==> config.mk <==
export PLATFORM = sky130hd
export DESIGN_NAME = irg_delay_timer
export DESIGN_NICKNAME = d
export VERILOG_FILES = /design/src/rtl/irg_pkg.sv /design/src/rtl/irg_motion_seq.sv /design/src/rtl/irg_fetch_ctl.sv /design/src/rtl/irg_down_timer.sv /design/src/rtl/irg_delay_timer.sv
export SDC_FILE = /design/constraint.sdc
export NUM_CORES = 1
export LEC_CHECK = 0
export BUFFER_PORTS_ARGS = -buffer_cell sky130_fd_sc_hd__buf_2
export CAP_MARGIN = 5
export CELL_PAD_IN_SITES_DETAIL_PLACEMENT = 0
export CELL_PAD_IN_SITES_GLOBAL_PLACEMENT = 2
export CORE_MARGIN = 4
export CORE_UTILIZATION = 36
export CTS_CLUSTER_DIAMETER = 80
export CTS_CLUSTER_SIZE = 16
export DETAILED_ROUTE_END_ITERATION = 7
export PLACE_DENSITY_LB_ADDON = 0.1
export SYNTH_ARGS = -nofsm -noshare
export SYNTH_HDL_FRONTEND = slang
export SYNTH_HIERARCHICAL = 1
export SYNTH_SLANG_ARGS = --single-unit
==> constraint.sdc <==
create_clock -name clk -period 2.8 [get_ports clk]
set_input_delay 0.56 -clock clk [delete_from_list [all_inputs] [get_ports clk]]
set_output_delay 0.56 -clock clk [all_outputs]
set_load 0.005 [all_outputs]
==> src/rtl/irg_pkg.sv <==
package irg_pkg;
    // Per-cycle decode of the motion counter position
    typedef struct packed {
        logic tick;        // qualified motion pulse
        logic sync_hit;    // pulse completing the sync position
        logic strobe_hit;  // pulse completing the strobe position
        logic down_hit;    // pulse closing a 32-pulse period
    } irg_evt_t;
endpackage

==> src/rtl/irg_motion_seq.sv <==
module irg_motion_seq
    import irg_pkg::*;
#(
    parameter int CNT_W   = 5,
    parameter int SYNC_AT = 30
) (
    input  logic     clk,
    input  logic     rst_n,
    input  logic     enable,
    input  logic     motion_pulse,
    input  logic     expire,
    output irg_evt_t evt
);
    localparam int PERIOD = 2 ** CNT_W;
    localparam logic [CNT_W-1:0] SYNC_POS   = CNT_W'(SYNC_AT - 1);
    localparam logic [CNT_W-1:0] STROBE_POS = CNT_W'(SYNC_AT);
    localparam logic [CNT_W-1:0] DOWN_POS   = CNT_W'(PERIOD - 1);

    typedef struct packed {
        logic [CNT_W-1:0] cnt;
        logic             done;
    } seq_st_t;

    seq_st_t st_d, st_q;

    always_comb begin
        logic run;
        run              = enable && !st_q.done;
        evt.tick         = motion_pulse && run;
        evt.sync_hit     = evt.tick && (st_q.cnt == SYNC_POS);
        evt.strobe_hit   = evt.tick && (st_q.cnt == STROBE_POS);
        evt.down_hit     = evt.tick && (st_q.cnt == DOWN_POS);

        st_d = st_q;
        if (!enable) begin
            st_d.cnt  = '0;
            st_d.done = 1'b0;
        end else begin
            if (evt.tick) st_d.cnt = st_q.cnt + 1'b1;
            if (expire)   st_d.done = 1'b1;
        end
    end

    always_ff @(posedge clk or negedge rst_n) begin
        if (!rst_n) st_q <= '0;
        else        st_q <= st_d;
    end
endmodule

==> src/rtl/irg_fetch_ctl.sv <==
module irg_fetch_ctl
    import irg_pkg::*;
(
    input  logic     clk,
    input  logic     rst_n,
    input  logic     enable,
    input  irg_evt_t evt,
    input  logic     expire,
    output logic     load,
    output logic     down_en,
    output logic     sync_q_o,
    output logic     strobe_q_o,
    output logic     xfer_q_o
);
    typedef struct packed {
        logic sync;
        logic strobe;
        logic xfer;
    } fetch_st_t;

    fetch_st_t st_d, st_q;

    always_comb begin
        load    = evt.strobe_hit && st_q.sync;
        down_en = evt.down_hit && st_q.xfer;

        st_d        = st_q;
        st_d.strobe = load;
        if (!enable) begin
            st_d = '0;
        end else begin
            if (evt.sync_hit && !st_q.xfer) st_d.sync = 1'b1;
            if (load) begin
                st_d.sync = 1'b0;
                st_d.xfer = 1'b1;
            end
            if (expire) st_d.xfer = 1'b0;
        end
    end

    always_ff @(posedge clk or negedge rst_n) begin
        if (!rst_n) st_q <= '0;
        else        st_q <= st_d;
    end

    assign sync_q_o   = st_q.sync;
    assign strobe_q_o = st_q.strobe;
    assign xfer_q_o   = st_q.xfer;
endmodule

==> src/rtl/irg_down_timer.sv <==
module irg_down_timer #(
    parameter int T_W = 8
) (
    input  logic           clk,
    input  logic           rst_n,
    input  logic           enable,
    input  logic           load,
    input  logic [T_W-1:0] load_val,
    input  logic           down_en,
    output logic           expire,
    output logic           over_q_o
);
    localparam logic [T_W-1:0] ONE = T_W'(1);

    typedef struct packed {
        logic [T_W-1:0] tmr;
        logic           over;
    } tmr_st_t;

    tmr_st_t st_d, st_q;

    always_comb begin
        expire = down_en && (st_q.tmr <= ONE);

        st_d      = st_q;
        st_d.over = expire;
        if (!enable) begin
            st_d = '0;
        end else if (load) begin
            st_d.tmr = (load_val == '0) ? ONE : load_val;
        end else if (expire) begin
            st_d.tmr = '0;
        end else if (down_en) begin
            st_d.tmr = st_q.tmr - ONE;
        end
    end

    always_ff @(posedge clk or negedge rst_n) begin
        if (!rst_n) st_q <= '0;
        else        st_q <= st_d;
    end

    assign over_q_o = st_q.over;
endmodule

==> src/rtl/irg_delay_timer.sv <==
module irg_delay_timer
    import irg_pkg::*;
#(
    parameter int CNT_W   = 5,
    parameter int T_W     = 8,
    parameter int SYNC_AT = 30
) (
    input  logic           clk,
    input  logic           rst_n,
    input  logic           enable,
    input  logic           motion_pulse,
    input  logic [T_W-1:0] delay_val,
    output logic           sync_o,
    output logic           strobe_o,
    output logic           xfer_o,
    output logic           delay_over_o
);
    irg_evt_t evt;
    logic     expire;
    logic     load;
    logic     down_en;

    irg_motion_seq #(.CNT_W(CNT_W), .SYNC_AT(SYNC_AT)) u_seq (
        .clk          (clk),
        .rst_n        (rst_n),
        .enable       (enable),
        .motion_pulse (motion_pulse),
        .expire       (expire),
        .evt          (evt)
    );

    irg_fetch_ctl u_fetch (
        .clk        (clk),
        .rst_n      (rst_n),
        .enable     (enable),
        .evt        (evt),
        .expire     (expire),
        .load       (load),
        .down_en    (down_en),
        .sync_q_o   (sync_o),
        .strobe_q_o (strobe_o),
        .xfer_q_o   (xfer_o)
    );

    irg_down_timer #(.T_W(T_W)) u_tmr (
        .clk      (clk),
        .rst_n    (rst_n),
        .enable   (enable),
        .load     (load),
        .load_val (delay_val),
        .down_en  (down_en),
        .expire   (expire),
        .over_q_o (delay_over_o)
    );
endmodule

==> results.yml <==
status:
  outcome: "complete, no violations"
run:
  max_cap_viol_count: 0
route:
  initialDrtViolationCount: 55
  ant_nets: 0
  routed_via_density: 5.22
  wl_per_cell_um: 14.4
  drc: 0
  wirelength_um: 2630
  via_count: 955
  first_pass_iters: 2
grt:
  use_met1_pct: 20.5
  antenna_found_initial: 0
  track_usage_pct: 13.4
  grt-ovfl-total: 0
  use_met3_pct: 3.76
  met2_usage_pct: 18.3
  grt_pass1_wl_um: 4490
  grt_pass1_vias: 896
  grt_max_degree: 19
  busiest_layer: "met1"
setup_path:
  end_kind: "flop"
  required_ns: 3.03
  critical_path_class: "reg -> reg"
  worst-r2r-cell-count: 9
  r2r_end: "u_tmr/st_q[3]$_DFFE_PN0P_"
  r2r-start: "u_seq/st_q[2]$_DFFE_PN0P_"
  cp_common_cell: "ha_1"
  path_delay_family: "simple AND/OR/NAND/NOR gates"
  path_buf_inv: 0
  start_kind: "flop"
  worstPathArrival_ns: 2.70
  worstPathCellList: "ha_1 > and3_1 > ha_1 > and3_2 > and2_1 > and2b_1 > o41ai_4 > or3b_1 > a31oi_1"
  reg2reg_slack_ns: 0.33
  crit_slowest_cell: "dfrtp_1"
  cp_slowest_stage_delay_ns: 0.46
  worstPathMaxFanout: 11
clocking:
  cts_buffer_depth: 2
  cts_buffers: 3
  clk_latency_ns: 0.29
  cts_tree: "yes"
  clk_pin_slew_worst_paths_ns: 0.11
  postCtsHoldBufs: 0
  post_cts_buffers: 0
  cts-htree-levels: 1
  cts-root-buf: "clkbuf_4"
  clock-sinks: 18
  cts_resized: 0
yosys:
  yosysWarningCount: 6
  syn_inst: 121
  synth_fp_nets: 139
  netlist_area_mm2: 0.00120
  syn_avg_cell_area_um2: 9.92
timing:
  rsz0062_at_grt: "no"
  fmax_mhz: 405
  slew_viol_final: 0
  period_needed_ns: 2.47
  setup_tns_ns: 0
  finalCritPeriodShare_pct: 88.3
  setup_viol: 0
  slew-limit-headroom_pct: 71.4
  fin_skew_ns: 0.00946
  finalHoldViolations: 0
  tightest_slew_ns: 0.430
placement:
  io_buffer_count: 15
  gp_congestion: 0.756
  place_hpwl_um: 1920
min_path:
  hold_class: "in -> async"
floorplanning:
  die_area_mm2: 0.00432
  fp.dieW_um: 65.7
  num_io_pins: 16
  die_h_um: 65.7
  fp-row-count: 20
  core_region_area_mm2: 0.00313
  start_util_pct: 38.4
pwr:
  p_leak_nw: 0.652
  powerDensity_mw_per_mm2: 343
  totalPowerFinal_mw: 0.468
  vdd_drop_max_uv: 268
final_layout:
  area_delta_synth_final_pct: 13.8
  final_core_util_pct: 43.6
  drive_gt1_share_pct: 20.9
  num_antenna_cells: 0
  nets: 158
## stage by stage
stage                     hold WS [ns]  worst slack (ns)  std cells  instance area [um^2]
after global placement           0.526             0.403        179                  1330
final                            0.182             0.329        183                  1370
after CTS                        0.181             0.319        183                  1370
after floorplan                  0.264             0.382        121                  1200
after detailed placement         0.529             0.320        179                  1330
after global routing             0.198             0.146        183                  1370
## worst reg2reg max path, stage by stage, from the launching register on
cell and delay (ns):
dfrtp_1 0.46, ha_1 0.21, and3_1 0.17, ha_1 0.13, and3_2 0.16, and2_1 0.34
and2b_1 0.26, o41ai_4 0.13, or3b_1 0.39, a31oi_1 0.16
## routing by layer
metal  wire (um)  share of wire (%)
met5           0                  0
met4          11               0.42
met3          90                3.4
met2        1100                 42
met1        1430                 54
## layout by cell type, fill, tap and decap left out, drive strengths merged, types with 2 or more instances in the layout
cell,n
nor4,3
o211ai,2
clkbuf,4
o21ai,4
and2,8
ha,6
buf,18
nor3,4
or4,2
o32ai,2
a21oi,5
inv,9
nor2,3
o21a,5
nand2,4
mux2i,2
and3,5
nor2b,3
xnor2,4
dfrtp,18
nand2b,4
nand3,2
o31ai,2
nor3b,6
## worst max path at each step
stage,from,to,cells after the start
2_1_floorplan,motion_pulse,u_tmr/st_q[3]$_DFFE_PN0P_,10
3_3_place_gp,motion_pulse,u_tmr/st_q[3]$_DFFE_PN0P_,8
3_5_place_dp,motion_pulse,u_tmr/st_q[3]$_DFFE_PN0P_,8
4_1_cts,u_seq/st_q[2]$_DFFE_PN0P_,u_tmr/st_q[3]$_DFFE_PN0P_,9
5_1_grt,u_seq/st_q[2]$_DFFE_PN0P_,u_tmr/st_q[3]$_DFFE_PN0P_,9
6_report,u_seq/st_q[2]$_DFFE_PN0P_,u_tmr/st_q[3]$_DFFE_PN0P_,9
## sequential cells by signal, indices dropped and copies added, names as in the netlist
name                cells
u_fetch/sync_q_o        1
u_fetch/xfer_q_o        1
u_fetch/strobe_q_o      1
u_tmr/st_q              8
u_seq/st_q              6
u_tmr/over_q_o          1
## where the power goes
part           switching, mW  total [mW]  internal, mW
logic                 0.0214      0.0373        0.0158
clock network         0.0834       0.163        0.0792
registers            0.00510       0.268         0.263
## layout make-up
class	instances	area [um^2]
sequential	18	450
tap	44	55.1
inverter	9	33.8
multi-input combinational	90	692
clock buffer	4	36.3
fill	314	1760
timing repair buffer	18	97.6
Power figures use the tool's default switching activity.
